## src/rtl/seq_mul16_pkg.sv

```systemverilog
package seq_mul16_pkg;
    typedef enum logic [2:0] {
        ST_IDLE,
        ST_LL,
        ST_HH,
        ST_LH,
        ST_HL,
        ST_FIX_B,
        ST_FIX_A,
        ST_DONE
    } step_e;
endpackage

```

## src/rtl/byte_mul_unit.sv

```systemverilog
module byte_mul_unit #(
    parameter int BYTE_W = 8
) (
    input  logic [BYTE_W-1:0]   x,
    input  logic [BYTE_W-1:0]   y,
    output logic [2*BYTE_W-1:0] p
);
    localparam int PW = 2 * BYTE_W;

    logic [PW-1:0] x_ext;
    logic [PW-1:0] y_ext;

    assign x_ext = {{BYTE_W{1'b0}}, x};
    assign y_ext = {{BYTE_W{1'b0}}, y};
    assign p     = x_ext * y_ext;
endmodule

```

## src/rtl/mul_step_ctrl.sv

```systemverilog
module mul_step_ctrl
    import seq_mul16_pkg::*;
(
    input  logic  clk,
    input  logic  rst_n,
    input  logic  start,
    input  logic  sgn_q,
    input  logic  a_neg,
    input  logic  b_neg,
    output step_e state,
    output logic  accept,
    output logic  busy,
    output logic  done
);
    step_e nxt;
    logic  fix_b_need;
    logic  fix_a_need;

    assign fix_b_need = sgn_q & b_neg;
    assign fix_a_need = sgn_q & a_neg;

    always_comb begin
        nxt = state;
        unique case (state)
            ST_IDLE:  nxt = start ? ST_LL : ST_IDLE;
            ST_LL:    nxt = ST_HH;
            ST_HH:    nxt = ST_LH;
            ST_LH:    nxt = ST_HL;
            ST_HL:    nxt = fix_b_need ? ST_FIX_B :
                            (fix_a_need ? ST_FIX_A : ST_DONE);
            ST_FIX_B: nxt = fix_a_need ? ST_FIX_A : ST_DONE;
            ST_FIX_A: nxt = ST_DONE;
            ST_DONE:  nxt = start ? ST_LL : ST_IDLE;
            default:  nxt = ST_IDLE;
        endcase
    end

    always_ff @(posedge clk or negedge rst_n) begin
        if (!rst_n) state <= ST_IDLE;
        else        state <= nxt;
    end

    always_comb begin
        busy   = 1'b0;
        done   = 1'b0;
        accept = 1'b0;
        unique case (state)
            ST_IDLE:  accept = start;
            ST_DONE:  begin done = 1'b1; accept = start; end
            ST_LL, ST_HH, ST_LH, ST_HL, ST_FIX_B, ST_FIX_A: busy = 1'b1;
            default:  busy = 1'b0;
        endcase
    end


    done_pulse_chk: assert property (@(posedge clk) disable iff (!rst_n)
        done |=> !done);


    no_accept_busy_chk: assert property (@(posedge clk) disable iff (!rst_n)
        (busy && start) |=> (state != ST_LL));
endmodule

```

## src/rtl/mul_step_datapath.sv

```systemverilog
module mul_step_datapath
    import seq_mul16_pkg::*;
#(
    parameter int BYTE_W = 8
) (
    input  logic                clk,
    input  logic                rst_n,
    input  logic                accept,
    input  logic                busy,
    input  step_e               state,
    input  logic                signed_mode,
    input  logic [2*BYTE_W-1:0] op_a,
    input  logic [2*BYTE_W-1:0] op_b,
    output logic [2*BYTE_W-1:0] a_q,
    output logic [2*BYTE_W-1:0] b_q,
    output logic                sgn_q,
    output logic                a_neg,
    output logic                b_neg,
    output logic [4*BYTE_W-1:0] res_q
);
    localparam int OW = 2 * BYTE_W;
    localparam int RW = 4 * BYTE_W;

    logic [BYTE_W-1:0] mx;
    logic [BYTE_W-1:0] my;
    logic [OW-1:0]     prod;
    logic [RW-1:0]     cross_add;
    logic [OW-1:0]     upper;

    assign a_neg     = a_q[OW-1];
    assign b_neg     = b_q[OW-1];
    assign cross_add = {{BYTE_W{1'b0}}, prod, {BYTE_W{1'b0}}};
    assign upper     = res_q[RW-1:OW];

    always_comb begin
        mx = a_q[BYTE_W-1:0];
        my = b_q[BYTE_W-1:0];
        unique case (state)
            ST_HH:   begin mx = a_q[OW-1:BYTE_W]; my = b_q[OW-1:BYTE_W]; end
            ST_LH:   begin mx = a_q[BYTE_W-1:0];  my = b_q[OW-1:BYTE_W]; end
            ST_HL:   begin mx = a_q[OW-1:BYTE_W]; my = b_q[BYTE_W-1:0];  end
            default: begin mx = a_q[BYTE_W-1:0];  my = b_q[BYTE_W-1:0];  end
        endcase
    end

    byte_mul_unit #(.BYTE_W(BYTE_W)) u_bmul (
        .x (mx),
        .y (my),
        .p (prod)
    );

    always_ff @(posedge clk or negedge rst_n) begin
        if (!rst_n) begin
            a_q   <= '0;
            b_q   <= '0;
            sgn_q <= 1'b0;
        end else if (accept) begin
            a_q   <= op_a;
            b_q   <= op_b;
            sgn_q <= signed_mode;
        end
    end

    always_ff @(posedge clk or negedge rst_n) begin
        if (!rst_n) begin
            res_q <= '0;
        end else begin
            unique case (state)
                ST_LL:    res_q[OW-1:0]  <= prod;
                ST_HH:    res_q[RW-1:OW] <= prod;
                ST_LH,
                ST_HL:    res_q          <= res_q + cross_add;
                ST_FIX_B: res_q[RW-1:OW] <= upper - a_q;
                ST_FIX_A: res_q[RW-1:OW] <= upper - b_q;
                default:  res_q          <= res_q;
            endcase
        end
    end


    operands_hold_chk: assert property (@(posedge clk) disable iff (!rst_n)
        busy |=> ($stable(a_q) && $stable(b_q) && $stable(sgn_q)));


    result_hold_chk: assert property (@(posedge clk) disable iff (!rst_n)
        (!busy && !accept) |=> $stable(res_q));
endmodule

```

## src/rtl/seq_mul16.sv

```systemverilog
module seq_mul16
    import seq_mul16_pkg::*;
#(
    parameter int BYTE_W = 8,
    parameter int OP_W   = 2 * BYTE_W,
    parameter int RES_W  = 4 * BYTE_W
) (
    input  logic             clk,
    input  logic             rst_n,
    input  logic             start,
    input  logic             signed_mode,
    input  logic [OP_W-1:0]  op_a,
    input  logic [OP_W-1:0]  op_b,
    output logic             busy,
    output logic             done,
    output logic [RES_W-1:0] result
);
    step_e           state;
    logic            accept;
    logic            sgn_q;
    logic            a_neg;
    logic            b_neg;
    logic [OP_W-1:0] a_q;
    logic [OP_W-1:0] b_q;

    mul_step_ctrl u_ctrl (
        .clk    (clk),
        .rst_n  (rst_n),
        .start  (start),
        .sgn_q  (sgn_q),
        .a_neg  (a_neg),
        .b_neg  (b_neg),
        .state  (state),
        .accept (accept),
        .busy   (busy),
        .done   (done)
    );

    mul_step_datapath #(.BYTE_W(BYTE_W)) u_dp (
        .clk         (clk),
        .rst_n       (rst_n),
        .accept      (accept),
        .busy        (busy),
        .state       (state),
        .signed_mode (signed_mode),
        .op_a        (op_a),
        .op_b        (op_b),
        .a_q         (a_q),
        .b_q         (b_q),
        .sgn_q       (sgn_q),
        .a_neg       (a_neg),
        .b_neg       (b_neg),
        .res_q       (result)
    );

    logic [2:0]       lat_cnt;
    logic [2:0]       lat_exp;
    logic [RES_W-1:0] ua;
    logic [RES_W-1:0] ub;
    logic [RES_W-1:0] sa;
    logic [RES_W-1:0] sb;
    logic [RES_W-1:0] ref_prod;

    always_ff @(posedge clk or negedge rst_n) begin
        if (!rst_n)      lat_cnt <= '0;
        else if (accept) lat_cnt <= '0;
        else if (busy)   lat_cnt <= lat_cnt + 3'd1;
    end

    assign lat_exp  = 3'd4 + {2'b0, sgn_q & a_neg} + {2'b0, sgn_q & b_neg};
    assign ua       = {{(RES_W-OP_W){1'b0}}, a_q};
    assign ub       = {{(RES_W-OP_W){1'b0}}, b_q};
    assign sa       = {{(RES_W-OP_W){a_q[OP_W-1]}}, a_q};
    assign sb       = {{(RES_W-OP_W){b_q[OP_W-1]}}, b_q};
    assign ref_prod = sgn_q ? (sa * sb) : (ua * ub);


    latency_chk: assert property (@(posedge clk) disable iff (!rst_n)
        done |-> (lat_cnt == lat_exp));


    product_chk: assert property (@(posedge clk) disable iff (!rst_n)
        done |-> (result == ref_prod));


    reset_state_chk: assert property (@(posedge clk)
        !rst_n |-> (!busy && !done && result == '0));
endmodule

```

## config.mk

```make
export PLATFORM = sky130hd
export DESIGN_NAME = seq_mul16
export DESIGN_NICKNAME = d
export VERILOG_FILES = /design/src/rtl/seq_mul16_pkg.sv /design/src/rtl/byte_mul_unit.sv /design/src/rtl/mul_step_ctrl.sv /design/src/rtl/mul_step_datapath.sv /design/src/rtl/seq_mul16.sv
export SDC_FILE = /design/constraint.sdc
export NUM_CORES = 1
export LEC_CHECK = 0
export BUFFER_PORTS_ARGS = -buffer_cell sky130_fd_sc_hd__buf_2
export CAP_MARGIN = 20
export CORE_UTILIZATION = 55
export CTS_CLUSTER_SIZE = 14
export DETAILED_ROUTE_END_ITERATION = 16
export GPL_ROUTABILITY_DRIVEN = 0
export PLACE_DENSITY = 0.87
export RECOVER_POWER = 25
export SYNTH_ARGS = -nofsm -noshare
export SYNTH_HDL_FRONTEND = slang
export SYNTH_SLANG_ARGS = --single-unit
export TNS_END_PERCENT = 30
```

## constraint.sdc

```tcl
create_clock -name clk -period 7.4 [get_ports clk]
set_clock_uncertainty 0.1 [all_clocks]
set_input_delay 1.48 -clock clk [delete_from_list [all_inputs] [get_ports clk]]
set_output_delay 1.48 -clock clk [all_outputs]
set_load 0.1 [all_outputs]
```

Word level (Yosys, flattened, before mapping)
Cells that the tools add are included.
{"block": "classes", "n_addsub": 3, "multipliers": 1, "n_eq_ne": 7, "muxes": 11, "bitwise": 2, "reduce_logical": 8}
{"operator": "$pmux W16 S4", "n": 1}
{"operator": "$add A32 B24 Y32", "n": 1}
{"operator": "$pmux W16 S2", "n": 1}
{"operator": "$sub A16 B16 Y16", "n": 2}
{"operator": "$pmux W3 S7", "n": 1}
{"operator": "$mul A8 B8 Y16", "n": 1}
{"operator": "$mux W8", "n": 2}
{"operator": "$eq A3 B3 Y1 const B", "n": 4}
{"operator": "$reduce_or A2 Y1", "n": 4}
{"operator": "$eq A3 B2 Y1 const B", "n": 2}
{"operator": "$reduce_or A6 Y1", "n": 1}
{"operator": "$mux W1", "n": 5}
{"operator": "$reduce_bool A4 Y1", "n": 1}
{"operator": "$eq A3 B1 Y1 const B", "n": 1}
{"operator": "$logic_not A3 Y1", "n": 1}
{"operator": "$mux W3", "n": 1}
{"operator": "$and A1 B1 Y1", "n": 2}
{"operator": "$reduce_bool A2 Y1", "n": 1}
{"block": "totals", "reg_bits": 68, "in_bits": 36, "output_inout_bits": 34, "word_cells": 38}

Longest topological paths before layout
{"block": "depth", "word_depth": 6, "mapped_depth": 30, "ltp_nobuf": 28}

Cells and area by module
A second synthesis with hierarchy kept.
{"block": "unflattened", "hier_cells": 835, "area_unflattened_um2": 7562.3}
{"module": "mul_step_datapath", "n_inst": 1, "cells_per_inst": 572, "area_per_inst_um2": 5250.0, "seq_area_each_um2": 1626.6}
{"module": "byte_mul_unit", "n_inst": 1, "cells_per_inst": 243, "area_per_inst_um2": 2122.0, "seq_area_each_um2": 0.0}
{"module": "mul_step_ctrl", "n_inst": 1, "cells_per_inst": 20, "area_per_inst_um2": 190.2, "seq_area_each_um2": 75.1}

Worst setup path after synthesis
No wires, ideal clock.
{"block": "synth_path", "path_kind": "reg2reg", "startpoint": "register u_ctrl.state[2]", "endpoint": "register u_dp.res_q[30]", "setup_ns": 0.144, "arrival_ns": 6.995, "t_required_ns": 7.156, "setup_slack_ns": 0.161, "stages_incl_launch_ff": 30, "n_path_buf": 2, "period_less_slack_ns": 7.239, "path_cell_list": "dfrtp_1 > buf_4 > nand2b_1 > buf_2 > a21oi_4 > mux2i_1 > or2_2 > fa_1 > fa_1 > inv_1 > fa_1 > inv_1 > fa_1 > inv_1 > ha_1 > and3_1 > a311o_1 > o21a_1 > nand2b_1 > xnor2_1 > inv_1 > ha_1 > a21o_1 > a31oi_1 > inv_1 > o311ai_2 > a21oi_1 > xor2_1 > a22oi_1 > a31oi_1"}
{"block": "synth_via", "elab_chain_len": 6, "word_cells_on_any_way": 14, "classes_between": "1 x add/sub; 1 x mul; 5 x eq/ne; 3 x mux; 4 x reduce/logical"}
{"element": "from (decl)", "line": "mul_step_ctrl.sv:10", "source": "output step_e state,"}
{"element": "from (signal assigned)", "line": "mul_step_ctrl.sv:40", "source": "else state <= nxt;"}
{"element": "$eq A3 B2 Y1 or $eq A3 B3 Y1 (tied branches)", "line": "mul_step_datapath.sv:38, mul_step_datapath.sv:68"}
{"element": "$reduce_or A2 Y1 (no source line)"}
{"element": "$mux W8", "line": "mul_step_datapath.sv:38", "source": "unique case (state)"}
{"element": "$mul A8 B8 Y16", "line": "byte_mul_unit.sv:15", "source": "assign p = x_ext * y_ext;"}
{"element": "$add A32 B24 Y32", "line": "mul_step_datapath.sv:72", "source": "ST_HL: res_q <= res_q + cross_add;"}
{"element": "$pmux W16 S4", "line": "mul_step_datapath.sv:68", "source": "unique case (state)"}
{"element": "to (signal, indexed assignment)", "line": "mul_step_datapath.sv:69", "source": "ST_LL: res_q[OW-1:0] <= prod;"}
{"element": "to (signal assigned)", "line": "mul_step_datapath.sv:72"}
{"element": "to (signal, indexed assignment)", "line": "mul_step_datapath.sv:73", "source": "ST_FIX_B: res_q[RW-1:OW] <= upper - a_q;"}
{"element": "to (decl)", "line": "mul_step_datapath.sv:19", "source": "output logic [4*BYTE_W-1:0] res_q"}
Parallel ways exist; a longest one is shown, timed or not.
A chain may end at the register's enable or synchronous reset.

Worst setup path after layout
{"block": "layout_path", "startpoint": "register u_ctrl.state[2]", "endpoint": "register u_dp.res_q[29]"}
The elaborated chain is that of the path after synthesis.

==> out/metrics.cfg <==
[synthesis]
async_reset_ff_frac = 1.00
ys_dominant_reg_cell = dfrtp_1
synth_area_sq_mm = 0.00725
synth.distinct_cells = 69
yosysSeqAreaShare = 0.235
syn_nets = 960
synth_edf_count = 0
ys_ff_latch = 68
syn_avg_cell_area_sq_um = 8.87
synthCells = 817
synth.area.top_cells = dfrtp_1, ha_1, fa_1
synth_top_area_cell = dfrtp_1
ys.warnings.count = 0
synth_top_area_share = 0.235

[sta]
final.setup.worst_slack_ps = 237
period_share = 0.968
maxSlewHeadroom = -1.51
worst_pin_slew_ps = 3760
drv_slew = 107
fmax_mhz = 140
min_period_ps = 7160
tns_ps = 0
hold_viol_final = 0
setup_viol = 0

[global_routing]
busiest_layer = met2
antenna_found_initial = 0
grt_usage = 0.315
grt_use_met1 = 0.411
grt_pass1_wl_um = 32100
grt_max_degree = 69
grt_pass1_vias = 6283
grt-ovfl-total = 0
grt_use_met2 = 0.477
grt_use_met3 = 0.0783

[hold_path]
hold_path.class = reg -> reg
hold_path_startpoint = u_dp.res_q[5]$_DFFE_PN0P_

[route]
drc = 0
antenna_left = 0
via_count = 6879
wl_per_cell_um = 19.1
dr.pass1.iters = 6
drtIter0Drc = 762
via_per_inst = 6.32
drt_wl_total_um = 20800

[cts]
cts_buffers = 9
cts_sinks = 68
clockBufferDepth = 2
h-tree-depth = 3
cts_root_buffer = clkbuf_16
ctsHoldBuffers = 0
clock_latency_ps = 350
cts_tree = yes
clk_pin_slew_ps = 60

[die]
placementRows = 41
die_w_um = 117
initial_utilization = 0.570
ioPinCount = 70
fp.dieH_um = 117
coreArea_sq_mm = 0.0127
die-area_sq_mm = 0.0136

[setup_path]
start_kind = flip-flop
r2r_start = u_ctrl.state[2]$_DFF_PN0_
required_ps = 7560
cp.arrival_ps = 7320
critPathKind = reg -> reg
crit_path_end_kind = flip-flop
cp_max_fo = 8
cp-startpoint = u_ctrl.state[2]$_DFF_PN0_

[layout]
drive_gt1_frac = 0.213
diodes = 0
fillers = 1015
nets = 1054
seqCellArea_sq_mm = 0.00170
area_growth_pct = 15.9
multi_input_area_sq_mm = 0.00528

[job]
drv_cap = 2

[run_status]
status = finished with violations
violations = capacitance limit, slew limit

[placed_design]
place_hpwl_um = 15400
portBuffers = 69
dpl_worst_slack_ps = 63.9

[Yosys cell counts, drive strengths merged (5+ instances only)]
| cell type | instances |
|---|---|
| a2111oi | 9 |
| a211o | 5 |
| a211oi | 11 |
| a21o | 17 |
| a21oi | 44 |
| a22oi | 5 |
| a31oi | 9 |
| and2 | 7 |
| and3 | 10 |
| buf | 10 |
| clkbuf | 15 |
| dfrtp | 68 |
| fa | 38 |
| ha | 69 |
| inv | 63 |
| mux2 | 36 |
| mux2i | 30 |
| nand2 | 77 |
| nand2b | 8 |
| nand3 | 12 |
| nor2 | 101 |
| nor3 | 13 |
| o211ai | 5 |
| o21a | 9 |
| o21ai | 26 |
| o22ai | 8 |
| o31ai | 5 |
| or2 | 10 |
| or3 | 5 |
| xnor2 | 20 |
| xor2 | 16 |
[timing repair]
item / CTS / global route
endpoints found under the setup margin: 0 / 12
resized for setup: 0 / 17
setup buffers: 0 / 3
[logic make-up after synthesis]
| family | Yosys count | share of synthesized area |
|---|---|---|
| adder cells (fa/ha/maj) | 107 | 0.224 |
| multiplexers | 67 | 0.100 |
| XOR/XNOR | 36 | 0.0435 |
| buffers and inverters | 89 | 0.0480 |
| flip-flops | 68 | 0.235 |
| AND/OR/NAND/NOR | 261 | 0.163 |
| AO/OA/AOI/OAI | 189 | 0.186 |
[through the flow]
stage / hold WS (ps) / utilization / instance area [sq um] / instances
CTS: 376 / 0.652 / 8300 / 1085
global placement: 359 / 0.626 / 7970 / 1069
global route: 390 / 0.660 / 8400 / 1088
detailed placement: 361 / 0.626 / 7970 / 1069
finish: 372 / 0.660 / 8400 / 1088
floorplan: 396 / - / 7250 / 817
[state kept, by name (all words and copies together) (netlist names)]
register and count:
u_ctrl.state 3, u_dp.a_q 16, u_dp.b_q 16, u_dp.res_q 32, u_dp.sgn_q 1
[path summary, 6_finish.rpt]
path | cells past startpoint | slack [ps] | end
worst min register to register | 2 | 370 | u_dp.res_q[5]$_DFFE_PN0P_
min in group asynchronous | 2 | 2410 | u_dp.a_q[13]$_DFFE_PN0P_
worst max register to register | 27 | 240 | u_dp.res_q[29]$_DFFE_PN0P_
worst max-delay path | 27 | 240 | u_dp.res_q[29]$_DFFE_PN0P_
worst min-delay path | 2 | 370 | u_dp.res_q[5]$_DFFE_PN0P_
max in group asynchronous | 2 | 2650 | u_dp.res_q[15]$_DFFE_PN0P_
[metal layers]
| metal | vias to the layer above | share of wire |
|---|---|---|
| li1 | 3090 | - |
| met1 | 3231 | 0.38 |
| met2 | 450 | 0.45 |
| met3 | 108 | 0.11 |
| met4 | 0 | 0.062 |
| met5 | - | 0 |
[placed cells by master (no fill, tap or decap), types with 4 or more instances in the layout]
master       n
dfrtp_1     68
nor2_1     101
or2_2       10
a22oi_1      5
xnor2_2      4
nand4_1      4
inv_1       63
fa_1        38
a211oi_1    11
o21bai_1     4
o21a_1       9
and2_1       7
buf_2       69
xor2_1      16
buf_4       35
o21ai_0     23
a21oi_2      4
a31oi_1      8
mux2_2      36
or3_1        5
mux2i_2      5
a21oi_1     39
clkbuf_16    9
nor3_1      13
a21o_1      17
nand2_1     76
and3_1      10
o31ai_1      5
o22ai_1      7
o211ai_1     5
mux2i_1     24
xnor2_1     16
o2111ai_1    4
a2111oi_0    5
nand3_1     12
o221ai_1     4
a211o_1      4
nand2b_1     8
ha_1        68
[area by class of cell]
class	count	area share
repair buffers	108	0.0761
clock buffers	10	0.0284
multi-input cells	660	0.628
flip-flops and latches	68	0.203
clock inverters	6	0.0103
well taps	172	0.0256
inverters	64	0.0286
[critical path, cell delays in order, from the launching register on]
cell	delay, ps
dfrtp_1	420
nand2b_1	210
a21oi_4	170
buf_12	150
buf_4	120
mux2i_1	190
buf_4	190
nor2_1	70
fa_1	520
fa_1	440
fa_1	550
inv_1	60
fa_1	530
inv_1	40
ha_1	340
and3_1	170
a311o_1	360
o21a_1	210
nand3b_1	190
and3_1	270
ha_1	320
and2_1	200
nand2_1	90
a211o_2	370
buf_4	160
a2111oi_0	380
o21ai_0	140
o211ai_1	130
Power is not shown: default switching activity piles up to over one toggle a cycle in this logic, so the estimate is an artifact.
